--- config.mk ---
export PLATFORM = sky130hd
export DESIGN_NAME = la_trig_unit
export DESIGN_NICKNAME = d
export VERILOG_FILES = /design/src/rtl/la_trig_pkg.sv /design/src/rtl/la_trig_seq.sv /design/src/rtl/la_trig_par.sv /design/src/rtl/la_trig_ctrl.sv /design/src/rtl/la_trig_unit.sv
export SDC_FILE = /design/constraint.sdc
export NUM_CORES = 1
export LEC_CHECK = 0
export BUFFER_PORTS_ARGS = -buffer_cell sky130_fd_sc_hd__buf_2
export CAP_MARGIN = 10
export CORE_ASPECT_RATIO = 0.75
export CORE_MARGIN = 4
export CORE_UTILIZATION = 30
export CTS_CLUSTER_SIZE = 25
export DETAILED_ROUTE_END_ITERATION = 6
export GPL_TIMING_DRIVEN = 0
export PLACE_DENSITY = 0.64
export SLEW_MARGIN = 20
export SYNTH_ARGS = -nofsm -noshare
export SYNTH_HDL_FRONTEND = slang
export SYNTH_HIERARCHICAL = 1
export SYNTH_SLANG_ARGS = --single-unit
--- constraint.sdc ---
create_clock -name clk -period 2.9 [get_ports clk]
set_input_delay 0.435 -clock clk [delete_from_list [all_inputs] [get_ports clk]]
set_output_delay 0.435 -clock clk [all_outputs]
set_load 0.02 [all_outputs]
--- src/rtl/la_trig_pkg.sv ---
package la_trig_pkg;

  typedef enum logic [1:0] {
    TM_IMM = 2'd0,
    TM_SEQ = 2'd1,
    TM_PAR = 2'd2,
    TM_RSV = 2'd3
  } trig_mode_e;

  // mask with the low n positions set (positions already filled)
  function automatic logic [31:0] filled_mask(input int n);
    if (n >= 32) return '1;
    return (32'd1 << n) - 32'd1;
  endfunction

  // equality on cared bits only
  function automatic logic masked_match(input logic [31:0] a,
                                        input logic [31:0] b,
                                        input logic [31:0] care);
    return ((a ^ b) & care) == 32'd0;
  endfunction

endpackage

--- src/rtl/la_trig_seq.sv ---
module la_trig_seq
  import la_trig_pkg::*;
#(
  parameter int NCH    = 8,
  parameter int PAT_W  = 8,
  parameter int CSEL_W = (NCH > 1) ? $clog2(NCH) : 1
) (
  input  logic              clk,
  input  logic              rst_n,
  input  logic              start_i,
  input  logic              sample_en_i,
  input  logic [NCH-1:0]    sample_i,
  input  logic [CSEL_W-1:0] chan_sel_i,
  input  logic [PAT_W-1:0]  pattern_i,
  input  logic [PAT_W-1:0]  care_i,
  output logic              seq_hit_o
);
  localparam int FILL_W = $clog2(PAT_W + 1);
  localparam logic [FILL_W-1:0] FILL_MAX = FILL_W'(PAT_W);

  logic [PAT_W-1:0]  hist_q, hist_next;
  logic [FILL_W-1:0] fill_q, fill_next;
  logic              chan_bit;
  logic [31:0]       fmask;

  always_comb begin
    chan_bit = 1'b0;
    if (int'(chan_sel_i) < NCH) chan_bit = sample_i[chan_sel_i];
  end

  generate
    if (PAT_W > 1) begin : g_shift
      assign hist_next = {hist_q[PAT_W-2:0], chan_bit};
    end else begin : g_single
      assign hist_next = chan_bit;
    end
  endgenerate

  assign fill_next = (fill_q == FILL_MAX) ? fill_q : fill_q + 1'b1;
  assign fmask     = filled_mask(int'(fill_next));

  always_comb begin
    seq_hit_o = masked_match(32'(hist_next), 32'(pattern_i), 32'(care_i)) &&
                ((32'(care_i) & ~fmask) == 32'd0);
  end

  always_ff @(posedge clk) begin
    if (!rst_n || start_i) begin
      hist_q <= '0;
      fill_q <= '0;
    end else if (sample_en_i) begin
      hist_q <= hist_next;
      fill_q <= fill_next;
    end
  end

endmodule

--- src/rtl/la_trig_par.sv ---
module la_trig_par
  import la_trig_pkg::*;
#(
  parameter int NCH   = 8,
  parameter int PAT_W = 8
) (
  input  logic [NCH-1:0]   sample_i,
  input  logic [PAT_W-1:0] pattern_i,
  input  logic [PAT_W-1:0] care_i,
  output logic             par_hit_o
);
  localparam int PW = (NCH < PAT_W) ? NCH : PAT_W;

  assign par_hit_o = masked_match(32'(sample_i[PW-1:0]),
                                  32'(pattern_i[PW-1:0]),
                                  32'(care_i[PW-1:0]));

endmodule

--- src/rtl/la_trig_ctrl.sv ---
module la_trig_ctrl
  import la_trig_pkg::*;
(
  input  logic       clk,
  input  logic       rst_n,
  input  logic       start_i,
  input  logic       sample_en_i,
  input  logic [1:0] mode_i,
  input  logic       seq_hit_i,
  input  logic       par_hit_i,
  output logic       armed_o,
  output logic       trig_o
);
  trig_mode_e mode;
  logic       fire;

  assign mode = trig_mode_e'(mode_i);

  always_comb begin
    unique case (mode)
      TM_SEQ:  fire = sample_en_i && seq_hit_i;
      TM_PAR:  fire = sample_en_i && par_hit_i;
      default: fire = 1'b0;
    endcase
  end

  always_ff @(posedge clk) begin
    if (!rst_n) begin
      armed_o <= 1'b0;
      trig_o  <= 1'b0;
    end else if (start_i) begin
      armed_o <= (mode != TM_IMM);
      trig_o  <= (mode == TM_IMM);
    end else if (armed_o && fire) begin
      armed_o <= 1'b0;
      trig_o  <= 1'b1;
    end else begin
      trig_o  <= 1'b0;
    end
  end

endmodule

--- src/rtl/la_trig_unit.sv ---
module la_trig_unit
  import la_trig_pkg::*;
#(
  parameter int NCH    = 8,
  parameter int PAT_W  = 8,
  parameter int CSEL_W = (NCH > 1) ? $clog2(NCH) : 1
) (
  input  logic              clk,
  input  logic              rst_n,
  input  logic              start_i,
  input  logic              sample_en_i,
  input  logic [NCH-1:0]    sample_i,
  input  logic [1:0]        mode_i,
  input  logic [CSEL_W-1:0] chan_sel_i,
  input  logic [PAT_W-1:0]  pattern_i,
  input  logic [PAT_W-1:0]  care_i,
  output logic              trig_o
);
  logic seq_hit;
  logic par_hit;
  logic armed_q;

  la_trig_seq #(.NCH(NCH), .PAT_W(PAT_W), .CSEL_W(CSEL_W)) seq_i (
    .clk(clk), .rst_n(rst_n), .start_i(start_i), .sample_en_i(sample_en_i),
    .sample_i(sample_i), .chan_sel_i(chan_sel_i), .pattern_i(pattern_i),
    .care_i(care_i), .seq_hit_o(seq_hit)
  );

  la_trig_par #(.NCH(NCH), .PAT_W(PAT_W)) par_i (
    .sample_i(sample_i), .pattern_i(pattern_i), .care_i(care_i),
    .par_hit_o(par_hit)
  );

  la_trig_ctrl ctrl_i (
    .clk(clk), .rst_n(rst_n), .start_i(start_i), .sample_en_i(sample_en_i),
    .mode_i(mode_i), .seq_hit_i(seq_hit), .par_hit_i(par_hit),
    .armed_o(armed_q), .trig_o(trig_o)
  );

endmodule

Word level (Yosys, flattened, before mapping)
Index checks and enable logic that the tools add are counted.
Operators by class
  shifts and indexed selects: 1
  add/sub/neg operators: 2
  multiplexer cells: 8
  $lt $le $gt $ge: 1
  reductions and logical operators: 12
  bitwise gates (word level): 6
  eq/ne operators: 3
Operators by type and width (count)
  32-bit logical NOT: 3
  32-bit by 8-bit AND with 32-bit output: 2
  8-bit by 32-bit AND with 32-bit output: 1
  32-bit NOT: 1
  1-bit by 4-bit left shift with 32-bit output (first input constant): 1
  32-bit by 1-bit subtractor with 32-bit output (second input constant): 1
  8-bit bitwise XOR: 2
  1-bit two-way mux: 5
  4-bit by 1-bit adder with 4-bit output (second input constant): 1
  4-bit equality test (second input constant): 1
  1-bit logical AND: 4
  3-bit by 4-bit less-than comparator with 1-bit output (second input constant): 1
  4-bit two-way mux: 1
  2-bit nonzero test: 2
  1-bit binary-select mux with 3-bit select: 1
  2-bit by 1-bit equality test with 1-bit output (second input constant): 1
  2-bit equality test (second input constant): 1
  2-bit logical NOT: 1
  1-bit one-hot mux with 2 select lines: 1
  1-bit logical NOT: 1
  1-bit logical OR: 1
Word-level totals
  output and inout bits: 1
  word-level logic and storage cells: 37
  input bits: 33
  register bits after elaboration: 13

Longest topological paths before layout
Gate-level depths: netlist of the first run.
  depth in word-level cells: 13
  depth in mapped cells: 16

Cells and area by module
The synthesis of the first run kept the hierarchy.
By module, submodules not included
  la_trig_seq: sequential area each 220.2 um2, area each 979.7 um2, cells each 116, times used 1
  la_trig_ctrl: sequential area each 40.0 um2, area each 122.6 um2, cells each 14, times used 1
  la_trig_par: sequential area each 0.0 um2, area each 108.9 um2, cells each 13, times used 1

Worst setup path after synthesis of the first run
Ideal clock, no wire load.
  kind: flip-flop to flip-flop
  start: reg seq_i.fill_q[0]
  end: reg ctrl_i.trig_o
  library setup time: 0.087 ns
  data arrival time: 2.795 ns
  slack: 0.018 ns
  cell stages (with the launch flop): 14
  data required time: 2.813 ns
  clock period less this slack: 2.882 ns
  path buffers: 1
  cell sequence: dfxtp_1 ha_1 clkbuf_1 a21oi_1 o22ai_1 nand3_1 ha_1 o21ai_0 nand4_1 a311oi_1 o211ai_1 a211oi_2 mux2i_1 o31ai_1
Between the ends
  longest elaborated chain between the ends: 13
  elaborated cells on any way between the ends: 14
  those cells by class: add/sub: 2; eq/ne: 1; shift: 1; mux: 4; bitwise: 2; reduce/logical: 4
RTL lines
  start, declared: line la_trig_seq.sv:22  | logic [FILL_W-1:0] fill_q, fill_next;
  start signal, assigned: line la_trig_seq.sv:53  | fill_q <= fill_next;
  4-bit by 1-bit adder with 4-bit output or 4-bit equality test (tied branches): line la_trig_seq.sv:39  | assign fill_next = (fill_q == FILL_MAX) ? fill_q : fill_q + 1'b1;
  4-bit two-way mux (*): line la_trig_seq.sv:39
  1-bit by 4-bit left shift with 32-bit output (*): line la_trig_pkg.sv:13  | return (32'd1 << n) - 32'd1;
  32-bit by 1-bit subtractor with 32-bit output (*): line la_trig_pkg.sv:13
  32-bit NOT (*): line la_trig_seq.sv:44  | ((32'(care_i) & ~fmask) == 32'd0);
  8-bit by 32-bit AND with 32-bit output (*): line la_trig_seq.sv:44
  32-bit logical NOT (*): line la_trig_seq.sv:44
  1-bit logical AND (*): line la_trig_seq.sv:43  | seq_hit_o = masked_match(32'(hist_next), 32'(pattern_i), 32'(care_i)) &&
  net seq_hit: line la_trig_unit.sv:19  | logic seq_hit;
  1-bit logical AND (*): line la_trig_ctrl.sv:21  | TM_SEQ: fire = sample_en_i && seq_hit_i;
  1-bit one-hot mux with 2 select lines (*): line la_trig_ctrl.sv:20  | unique case (mode)
  1-bit logical AND (*): line la_trig_ctrl.sv:34  | end else if (armed_o && fire) begin
  1-bit two-way mux (*): line la_trig_ctrl.sv:34
  1-bit two-way mux (*): line la_trig_ctrl.sv:31  | end else if (start_i) begin
  end signal, assigned: line la_trig_ctrl.sv:33  | trig_o <= (mode == TM_IMM);
  end, declared: line la_trig_ctrl.sv:12  | output logic trig_o
Mark *: on every way through the listed nets, which the timed path passes. The rest lies on a longest branch.
A chain may end at the register's enable or synchronous reset.

Final worst setup path of the first run
  start: reg seq_i.fill_q[1]
  end: reg ctrl_i.armed_o
Between the ends
  longest elaborated chain between the ends: 12
  elaborated cells on any way between the ends: 13
  those cells by class: add/sub: 2; eq/ne: 1; shift: 1; mux: 2; bitwise: 2; reduce/logical: 5
RTL lines
  4-bit by 1-bit adder with 4-bit output or 4-bit equality test (tied branches): line la_trig_seq.sv:39
  4-bit two-way mux (*): line la_trig_seq.sv:39
  1-bit by 4-bit left shift with 32-bit output (*): line la_trig_pkg.sv:13
  32-bit by 1-bit subtractor with 32-bit output (*): line la_trig_pkg.sv:13
  32-bit NOT (*): line la_trig_seq.sv:44
  8-bit by 32-bit AND with 32-bit output (*): line la_trig_seq.sv:44
  32-bit logical NOT (*): line la_trig_seq.sv:44
  1-bit logical AND (*): line la_trig_seq.sv:43
  net seq_hit: line la_trig_unit.sv:19
  1-bit logical AND (*): line la_trig_ctrl.sv:21
  1-bit one-hot mux with 2 select lines (*): line la_trig_ctrl.sv:20
  1-bit logical AND (*): line la_trig_ctrl.sv:34
  2-bit nonzero test (no source line) (*)
  end signal, assigned: line la_trig_ctrl.sv:32  | armed_o <= (mode != TM_IMM);
  end, declared: line la_trig_ctrl.sv:11  | output logic armed_o,
Marked as above.

==> results of run 1 <==
[layout by cell type (no fill, tap or decap), types with 2 or more instances in the layout]
cell type                  count
sky130_fd_sc_hd__mux2i_1       7
sky130_fd_sc_hd__nand2_1       9
sky130_fd_sc_hd__ha_4          2
sky130_fd_sc_hd__nand4_1       4
sky130_fd_sc_hd__clkbuf_8      3
sky130_fd_sc_hd__clkbuf_1      2
sky130_fd_sc_hd__a21oi_1       3
sky130_fd_sc_hd__ha_1          5
sky130_fd_sc_hd__buf_4         8
sky130_fd_sc_hd__nand2b_1      2
sky130_fd_sc_hd__nor2_1       12
sky130_fd_sc_hd__o21ai_0       4
sky130_fd_sc_hd__inv_1         7
sky130_fd_sc_hd__nand3_1       4
sky130_fd_sc_hd__nand3b_1      3
sky130_fd_sc_hd__mux4_1        2
sky130_fd_sc_hd__a22oi_1       7
sky130_fd_sc_hd__a32o_1        2
sky130_fd_sc_hd__xor2_1       19
sky130_fd_sc_hd__buf_2        35
sky130_fd_sc_hd__a21boi_0      2
sky130_fd_sc_hd__xnor2_1       4
sky130_fd_sc_hd__dfxtp_1      11
sky130_fd_sc_hd__dfxtp_4       2
[cell type report]
cell class / count / share of cell area (%)
buffer: 6 / 2.64
clock buffer: 4 / 2.72
inverter: 9 / 2.34
multi-input combinational: 115 / 57.4
sequential: 13 / 16.2
tap: 52 / 3.93
timing repair buffer: 42 / 14.8
[logic make-up (layout without fill, tap and decap cells)]
logic type               count (synthesis)  in the layout  synth area share, %
flip-flops                              13             13                 21.5
buffers and inverters                   15             61                 4.85
AND/OR/NAND/NOR                         39             39                 15.7
AO/OA/AOI/OAI                           34             34                 20.6
multiplexers                            11             11                 12.8
XOR/XNOR                                24             24                 17.4
adder cells (fa/ha/maj)                  7              7                 7.23
[repair_timing]
action,4_1_cts,5_1_grt
setup endpoints to repair,2,2
pin swaps,5,10
hold buffers,0,0
buffers inserted,4,5
resized for setup,10,20
[critical path, delay by kind of cell, from the launching register on]
family / cells / cell delay [ns]
multiplexers: 1 / 0.14
AND/OR/NAND/NOR: 4 / 0.45
AO/OA/AOI/OAI: 5 / 0.81
buffers and inverters: 2 / 0.19
flip-flops: 1 / 0.36
XOR/XNOR: 1 / 0.27
adder cells (fa/ha/maj): 2 / 0.44
[routing by layer]
layer  routed length (um)  vias up
met5                    0        -
met4                   27        0
met3                  259        4
met2                 1550       39
met1                 1650      560
li1                     -      610
[power groups by stage]
stage                     logic [mW]  clock network [mW]  registers (mW)
final                          0.140               0.158           0.185
after global routing           0.152               0.175           0.185
after floorplan               0.0743                   0           0.189
after detailed placement       0.124                   0           0.189
after global placement         0.122                   0           0.189
after CTS                      0.127               0.164           0.186
[state kept, by name, summed over array words and instances (netlist names)]
| name | flops |
|---|---|
| seq_i/fill_q | 4 |
| seq_i/hist_q | 7 |
| ctrl_i/trig_o | 1 |
| ctrl_i/armed_o | 1 |
[worst paths after layout]
path                                       to                    startpoint  depth (start not counted)  slack, ns
setup reg to reg  ctrl_i/armed_o$_SDFFE_PN0P_  seq_i/fill_q[1]$_SDFFE_PP0P_                         15       0.11
hold reg to reg   ctrl_i/armed_o$_SDFFE_PN0P_   ctrl_i/armed_o$_SDFFE_PN0P_                          2       0.49
setup / recovery  ctrl_i/armed_o$_SDFFE_PN0P_  seq_i/fill_q[1]$_SDFFE_PP0P_                         15       0.11
hold / removal       ctrl_i/trig_o$_SDFF_PN0_                       start_i                          3       0.46
[through the flow]
step | cells | hold slack, ns | setup TNS (ns)
global route | 241 | 0.470 | -0.175
finish | 241 | 0.460 | 0
detailed placement | 228 | 0.488 | -1.24
floorplan | 143 | 0.466 | 0
global placement | 228 | 0.491 | -1.21
CTS | 236 | 0.452 | 0
==> flow_metrics.tcl, run 1 <==
set metrics [dict create \
    hpwlAfterDp_mm 2.74 \
    report.power.total_uw 483 \
    power.sequential.fraction_pct 38.2 \
    clk_pin_slew_ns 0.05 \
    synth.cell_area_um2 1210 \
    die-width_um 81.4 \
    grtUsageMet2_pct 16.8 \
    switching_power_uw 136 \
    yosys.cell_count.top_type "sky130_fd_sc_hd__xor2_1" \
    area_growth_pct 36.8 \
    synth_seq_cells 13 \
    drt_drc_violations_left 0 \
    cp_max_fo 8 \
    tritoncts_num_sinks 13 \
    grt.met3_usage_pct 1.30 \
    run_status "finished clean" \
    grt_setup_unrepaired "true" \
    fp-row-count 19 \
    grt_start_max_net_pins 11 \
    cap_viol_max_count 0 \
    h_tree_level_count 1 \
    number_of_buffers_added_on_ports 33 \
    worst_ep_required_time_ns 3.03 \
    max_slew_margin_pct 61.7 \
    synth_top_cell_area_share_pct 21.5 \
    worst_clock_skew_ns 0.00266 \
    wire_length_of_the_first_global_routing_pass_mm 5.10 \
    synth_commonest_cells "19 x sky130_fd_sc_hd__xor2_1, 13 x sky130_fd_sc_hd__dfxtp_1, 13 x sky130_fd_sc_hd__nor2_1" \
    setup-violations-final 0 \
    achievable-frequency_ghz 0.358 \
    report.final.hold_viol_count 0 \
    synth-warning-count 6 \
    grt_pass1_vias 996 \
    wl_per_cell_um 14.4 \
    residual_antenna_violating_net_count_after_detailed_routing 0 \
    most_used_layer_global_route "met1" \
    crit_path_end_kind "flop" \
    detailedRoute.firstPassIterationCount 4 \
    nNetsFinal 230 \
    multi_input_combinational_cell_area_um2 951 \
    clock_path_buffers 2 \
    fin_area_um2 1660 \
    worstPathCellList "buf_8 > clkinv_4 > ha_4 > nand3b_1 > xnor2_2 > nand3_1 > ha_1 > o21ai_2 > nand4_1 > a311oi_2 > o211ai_1 > a211oi_2 > mux2i_2 > nor2_1 > o21ai_1" \
    antenna_violations_before_repair 0 \
    final_core_util_pct 43.8 \
    dp_worst_setup_slack_ns -0.628 \
    initial_core_util_pct 32.0 \
    leakagePower_nw 0.716 \
    combPwrFrac_pct 29.0 \
    worst_hold_path_type "input port to flop" \
    via_count 1213 \
    final-seq-area_um2 268 \
    area_of_the_die_um2 5130 \
    antenna_cells 0 \
    worst-setup-path-type "flop to flop" \
    root_buffer "sky130_fd_sc_hd__clkbuf_8" \
    ys_top_cells_by_area "sky130_fd_sc_hd__dfxtp_1 21%, sky130_fd_sc_hd__xor2_1 14%, sky130_fd_sc_hd__ha_1 7.2%" \
    cts_made_buffers 3 \
    drtIter0Drc 77 \
    p_clk_share_pct 32.8 \
    min_period_over_period_pct 96.2 \
    gr_util_all_layers_pct 12.8 \
    globalplace.congestion 0.788 \
    route.detailed.vias_per_inst 5.03 \
    aggregate_routed_wire_length_mm 3.48 \
    globalRoute.totalOverflow 0 \
    ys_types 39 \
    pwr_density_cell_nw_per_um2 292 \
    start_kind "flop" \
    core_area_um2 3780 \
    post_synth_inst_count 143 \
    timing_max_transition_violations_final 0 \
    postLayoutSetupSlackWorst_ns 0.110 \
    power.switching_fraction_pct 28.0 \
    n_fill_cell 367 \
    dpl-instance-area_um2 1440 \
    die_height_um 63.0 \
    p_int_uw 348 \
    syn_nets 183 \
    tightestPinTransition_ns 0.575 \
    share_of_the_yosys_chip_area_belonging_to_registers_pct 21.5 \
    worstPathArrival_ns 2.92 \
    count_of_flip_flops_with_a_built_in_enable_after_synthesis 0 \
    io-pin-count 34 \
    met1_usage_pct 21.0 \
    yosys.area.top_type "sky130_fd_sc_hd__dfxtp_1" \
    synth-async-reset-ratio_pct 0 \
    insertion_delay_ns 0.24 \
    ys.flop_type "sky130_fd_sc_hd__dfxtp_1" \
    drive_above_1_share_pct 34.4 \
    irDropWorstVdd_uv 255 \
    finalWorstPathRequiredPeriod_ns 2.79 \
    cts_tree "built" \
    critPathMaxStageDelay_ns 0.36 \
    cell_with_the_largest_stage_delay_on_the_worst_path "sky130_fd_sc_hd__dfxtp_4" \
    syn_avg_cell_area_um2 8.47 \
]
Note: power is estimated with default switching activity, not from simulation.
==> inputs of run 2 (changes only) <==
- BUFFER_PORTS_ARGS: -buffer_cell sky130_fd_sc_hd__buf_2 -> not set
- CAP_MARGIN: 10 -> 40
- DONT_BUFFER_PORTS: not set -> 1
- PLACE_DENSITY: 0.64 -> 0.56
==> flow_metrics.tcl, run 2 (synthesis results as in run 1) <==
set metrics [dict create \
    globalplace.congestion 0.831 \
    nNetsFinal 196 \
    reg_top3 "seq_i/hist_q: 7 flops, seq_i/fill_q: 4 flops" \
    max_slew_margin_pct 62.0 \
    timing_max_transition_violations_final 0 \
    area_of_the_die_um2 5130 \
    gr_util_all_layers_pct 13.0 \
    antenna_violations_before_repair 0 \
    aggregate_routed_wire_length_mm 3.30 \
    final-seq-area_um2 268 \
    clk_pin_slew_ns 0.05 \
    detailedRoute.firstPassIterationCount 4 \
    leakagePower_nw 0.582 \
    cts_made_buffers 3 \
    root_buffer "sky130_fd_sc_hd__clkbuf_8" \
    drt_drc_violations_left 0 \
    grt_setup_unrepaired "true" \
    hold-path-cell-count 2 \
    antenna_cells 0 \
    setup.reg_to_reg.worst_slack_ns 0.06 \
    achievable-frequency_ghz 0.353 \
    globalRoute.totalOverflow 0 \
    commonest_non_fill_non_tap_cells_in_the_layout "19 x sky130_fd_sc_hd__xor2_1, 13 x sky130_fd_sc_hd__nor2_1, 11 x sky130_fd_sc_hd__dfxtp_1" \
    worstPathArrival_ns 2.97 \
    largest_register "seq_i/hist_q" \
    irDropWorstVdd_uv 158 \
    area_growth_pct 21.7 \
    cp_max_fo 8 \
    largest_reg_flops 7 \
    dp_worst_setup_slack_ns -0.602 \
    multi_input_combinational_cell_area_um2 941 \
    wl_per_cell_um 15.9 \
    setup-violations-final 0 \
    drtIter0Drc 102 \
    h_tree_level_count 1 \
    worst_hold_path_type "input port to flop" \
    detailroute.wirelength.met3_um 264 \
    layout_commonest_cell "sky130_fd_sc_hd__xor2_1" \
    wl_met1_mm 1.50 \
    clock_path_buffers 2 \
    initial_core_util_pct 32.0 \
    die_height_um 63.0 \
    cts_tree "built" \
    final_core_util_pct 39.0 \
    number_of_buffers_added_on_ports 0 \
    worst_ep_required_time_ns 3.03 \
    holdPathEnd "ctrl_i/trig_o$_SDFF_PN0_" \
    postLayoutSetupSlackWorst_ns 0.0645 \
    grt_pass1_vias 1014 \
    io-pin-count 34 \
    report.final.hold_viol_count 0 \
    cap_viol_max_count 0 \
    highest-signal-layer "met4" \
    crit_path_end_kind "flop" \
    residual_antenna_violating_net_count_after_detailed_routing 0 \
    worstHoldStart "start_i" \
    wire_length_of_the_first_global_routing_pass_mm 5.18 \
    hpwlAfterDp_mm 2.66 \
    fp-row-count 19 \
    worst_clock_skew_ns 0.000719 \
    die-width_um 81.4 \
    insertion_delay_ns 0.24 \
    min_period_over_period_pct 97.8 \
    tritoncts_num_sinks 13 \
    rr_endpoint "ctrl_i/armed_o$_SDFFE_PN0P_" \
    finalWorstPathRequiredPeriod_ns 2.84 \
    detailroute.wirelength.met2_mm 1.49 \
    worst-setup-path-type "flop to flop" \
    tightestPinTransition_ns 0.570 \
    pwr_density_cell_nw_per_um2 306 \
    cts.hold.buffers_added 0 \
    r2r_start "seq_i/fill_q[1]$_SDFFE_PP0P_" \
    reg2reg_depth 16 \
    drive_above_1_share_pct 18.1 \
    n_fill_cell 381 \
    via_count 1085 \
    setup_total_negative_slack_ns 0 \
    core_area_um2 3780 \
    route.detailed.vias_per_inst 5.24 \
    grt_start_max_net_pins 11 \
    dpl-instance-area_um2 1280 \
    run_status "finished clean" \
    fin_area_um2 1470 \
    start_kind "flop" \
]
-- run 2: through the flow --
| step | std cells | power [mW] | hold slack [ns] |
|---|---|---|---|
| floorplan | 143 | 0.263 | 0.466 |
| global placement | 195 | 0.276 | 0.479 |
| detailed placement | 195 | 0.278 | 0.502 |
| CTS | 203 | 0.450 | 0.314 |
| global route | 207 | 0.477 | 0.349 |
| finish | 207 | 0.452 | 0.323 |
-- run 2: area by class of cell --
type	instances	area share (%)
multi-input cells	115	63.8
flip-flops and latches	13	18.2
repair buffers	8	4.92
clock buffers	4	3.06
well taps	52	4.41
plain buffers	6	3.14
inverters	9	2.46
-- run 2: power breakdown --
part	total [mW]	internal (mW)	switching, mW
sequential	0.186	0.181	0.00460
combinational	0.102	0.0544	0.0476
clock	0.164	0.0972	0.0667
total	0.452	0.333	0.119
-- run 2: how the worst max path moves through the flow --
| stage | start | to | slack, ns | cells past startpoint |
|---|---|---|---|---|
| after floorplan | seq_i/fill_q[0]$_SDFFE_PP0P_ | ctrl_i/trig_o$_SDFF_PN0_ | 0.02 | 13 |
| after global placement | seq_i/fill_q[0]$_SDFFE_PP0P_ | ctrl_i/trig_o$_SDFF_PN0_ | -0.55 | 13 |
| after detailed placement | seq_i/fill_q[0]$_SDFFE_PP0P_ | ctrl_i/trig_o$_SDFF_PN0_ | -0.60 | 13 |
| after CTS | seq_i/fill_q[1]$_SDFFE_PP0P_ | ctrl_i/trig_o$_SDFF_PN0_ | 0.01 | 15 |
| after global routing | seq_i/fill_q[1]$_SDFFE_PP0P_ | ctrl_i/trig_o$_SDFF_PN0_ | -0.18 | 15 |
| final | seq_i/fill_q[1]$_SDFFE_PP0P_ | ctrl_i/armed_o$_SDFFE_PN0P_ | 0.06 | 16 |
-- run 2: routing by layer --
layer | vias up | GRT usage, %
li1 | 543 | -
met1 | 499 | 19.0
met2 | 40 | 18.6
met3 | 3 | 2.45
met4 | 0 | 5.06
met5 | - | 0
-- run 2: critical path, stage by stage, from the launching register on --
cell and delay (ns):
sky130_fd_sc_hd__dfxtp_4 0.36, sky130_fd_sc_hd__buf_8 0.14, sky130_fd_sc_hd__inv_4 0.06, sky130_fd_sc_hd__ha_4 0.12, sky130_fd_sc_hd__nand3b_1 0.13, sky130_fd_sc_hd__xnor2_2 0.19
sky130_fd_sc_hd__nor2_1 0.13, sky130_fd_sc_hd__nand2_1 0.07, sky130_fd_sc_hd__ha_1 0.29, sky130_fd_sc_hd__o21ai_1 0.15, sky130_fd_sc_hd__nand4_1 0.13, sky130_fd_sc_hd__a311oi_2 0.27
sky130_fd_sc_hd__o211ai_1 0.14, sky130_fd_sc_hd__a211oi_2 0.23, sky130_fd_sc_hd__mux2i_1 0.14, sky130_fd_sc_hd__nor2_1 0.10, sky130_fd_sc_hd__o21ai_1 0.08
-- run 2: timing repair --
action                                  CTS  global route
gates resized for setup                  10            16
setup buffers                             4             4
pin swaps                                 5            10
endpoints found under the setup margin    2             2
==> inputs of run 3 (changes only) <==
- CORE_ASPECT_RATIO: 0.75 -> 2
- PLACE_DENSITY: 0.56 -> 0.49
==> flow_metrics.tcl, run 3 (synthesis results as in run 1) <==
set metrics [dict create \
    run_status "finished clean" \
    critPathMaxStageDelay_ns 0.41 \
    finalWorstPathRequiredPeriod_ns 2.84 \
    irDropWorstVdd_uv 155 \
    grt_start_max_net_pins 11 \
    cts_made_buffers 3 \
    max_slew_margin_pct 59.4 \
    tightestPinTransition_ns 0.609 \
    via_count 1205 \
    clk_pin_slew_ns 0.05 \
    h_tree_level_count 1 \
    crit_start "seq_i/fill_q[0]$_SDFFE_PP0P_" \
    cp_max_fo 10 \
    insertion_delay_ns 0.24 \
    start_kind "flop" \
    crit_path_end_kind "flop" \
    layout_commonest_cell "sky130_fd_sc_hd__buf_4" \
    grt_pass1_vias 1196 \
    cell_with_the_largest_stage_delay_on_the_worst_path "sky130_fd_sc_hd__dfxtp_4" \
    worstHoldStart "start_i" \
    worst_hold_path_type "input port to flop" \
    initial_core_util_pct 31.2 \
    worstPathArrival_ns 2.97 \
    cts.hold.buffers_added 0 \
    timing_max_transition_violations_final 0 \
    worst_clock_skew_ns 0.000374 \
    wl_per_cell_um 17.3 \
    number_of_buffers_added_on_ports 0 \
    globalplace.congestion 0.755 \
    drtIter0Drc 30 \
    commonest_non_fill_non_tap_cells_in_the_layout "21 x sky130_fd_sc_hd__buf_4, 19 x sky130_fd_sc_hd__xor2_1, 13 x sky130_fd_sc_hd__nor2_1" \
    drive_above_1_share_pct 26.9 \
    pwr_density_cell_nw_per_um2 288 \
    grt_setup_unrepaired "true" \
    worstPathCellList "ha_2 > buf_6 > a21oi_2 > o22ai_2 > nand3_2 > ha_4 > o21ai_2 > nand4_1 > a311oi_2 > o211ai_1 > a211oi_2 > mux2i_2 > nor2_1 > o21ai_1" \
    hpwlAfterDp_mm 2.83 \
    hold_ws_ns 0.356 \
    report.final.hold_viol_count 0 \
    core_area_um2 3880 \
    globalRoute.totalOverflow 0 \
    antenna_cells 0 \
    residual_antenna_violating_net_count_after_detailed_routing 0 \
    drt_drc_violations_left 0 \
    area_of_the_die_um2 5180 \
    min_period_over_period_pct 97.9 \
    cts_tree "built" \
    clock_path_buffers 2 \
    area_growth_pct 29.3 \
    route.detailed.vias_per_inst 5.53 \
    root_buffer "sky130_fd_sc_hd__clkbuf_8" \
    achievable-frequency_ghz 0.352 \
    dp_worst_setup_slack_ns -0.667 \
    wire_length_of_the_first_global_routing_pass_mm 5.46 \
    setup-violations-final 0 \
    cap_viol_max_count 0 \
    worst-setup-path-type "flop to flop" \
    detailedRoute.firstPassIterationCount 4 \
    postLayoutSetupSlackWorst_ns 0.0607 \
    tritoncts_num_sinks 13 \
    r2r_start "seq_i/fill_q[0]$_SDFFE_PP0P_" \
    io-pin-count 34 \
    antenna_violations_before_repair 0 \
    reg_top3 "seq_i/hist_q: 7 flops, seq_i/fill_q: 4 flops" \
    fp-row-count 32 \
    worst_ep_required_time_ns 3.03 \
    aggregate_routed_wire_length_mm 3.78 \
    gr_util_all_layers_pct 14.1 \
    largest_register "seq_i/hist_q" \
    largest_reg_flops 7 \
    die_height_um 97.9 \
    nNetsFinal 208 \
    leakagePower_nw 0.632 \
    die-width_um 52.9 \
]
==> run 3: cell types whose count changed in the layout (fill, tap and decap cells not counted), sizes merged <==
cell and delta:
buf +13, clkbuf -1
==> run 3: timing repair <==
| item | 4_1_cts | 5_1_grt |
|---|---|---|
| pin swaps | 8 | 10 |
| gates resized for setup | 13 | 17 |
| buffers inserted | 16 | 4 |
| endpoints found under the setup margin | 2 | 3 |
==> run 3: final cells by class <==
class                      count  area (um2)
buffer                         6        42.5
clock buffer                   4        45.0
multi-input combinational    115         961
inverter                       9        38.8
timing repair buffer          20         150
tap                           51        63.8
fill                         414        2320
sequential                    13         265
==> run 3: report_power, final <==
part	switching [mW]	internal, mW
clock network	0.0621	0.0969
logic	0.0499	0.0561
registers	0.00456	0.182
total	0.117	0.335
==> run 3: worst max-delay path, delay by kind of cell, from the launching register on <==
kind                       cells  cell delay, ns
AOI/OAI and AO/OA              7            1.18
adders and majority gates      2            0.46
buffers and inverters          1            0.14
DFF                            1            0.41
muxes                          1            0.14
and+or+nand+nor                3            0.38
==> run 3: final timing paths <==
path | endpoint | slack (ns) | cells past startpoint
max | ctrl_i/armed_o$_SDFFE_PN0P_ | 0.06 | 14
min | ctrl_i/trig_o$_SDFF_PN0_ | 0.36 | 2
max reg2reg | ctrl_i/armed_o$_SDFFE_PN0P_ | 0.06 | 14
min reg2reg | seq_i/hist_q[0]$_SDFFE_PP0P_ | 0.54 | 2
==> run 3: per-layer routing <==
| metal | share of wire (%) | up-vias | global-route usage, % |
|---|---|---|---|
| met1 | 32 | 579 | 12.2 |
| met2 | 58 | 45 | 28.3 |
| met5 | 0 | - | 0 |
| li1 | - | 571 | - |
| met4 | 3.3 | 0 | 5.51 |
| met3 | 6.6 | 10 | 3.21 |
==> run 3: metrics by stage <==
step | power (mW) | instances | utilization, % | TNS, ns | area [um2]
final | 0.451 | 218 | 40.3 | 0 | 1570
after floorplan | 0.263 | 143 | - | 0 | 1210
after CTS | 0.443 | 214 | 38.2 | 0 | 1480
after global routing | 0.472 | 218 | 40.3 | -0.165 | 1570
after detailed placement | 0.279 | 194 | 32.8 | -1.30 | 1270
after global placement | 0.277 | 194 | 32.8 | -1.09 | 1270
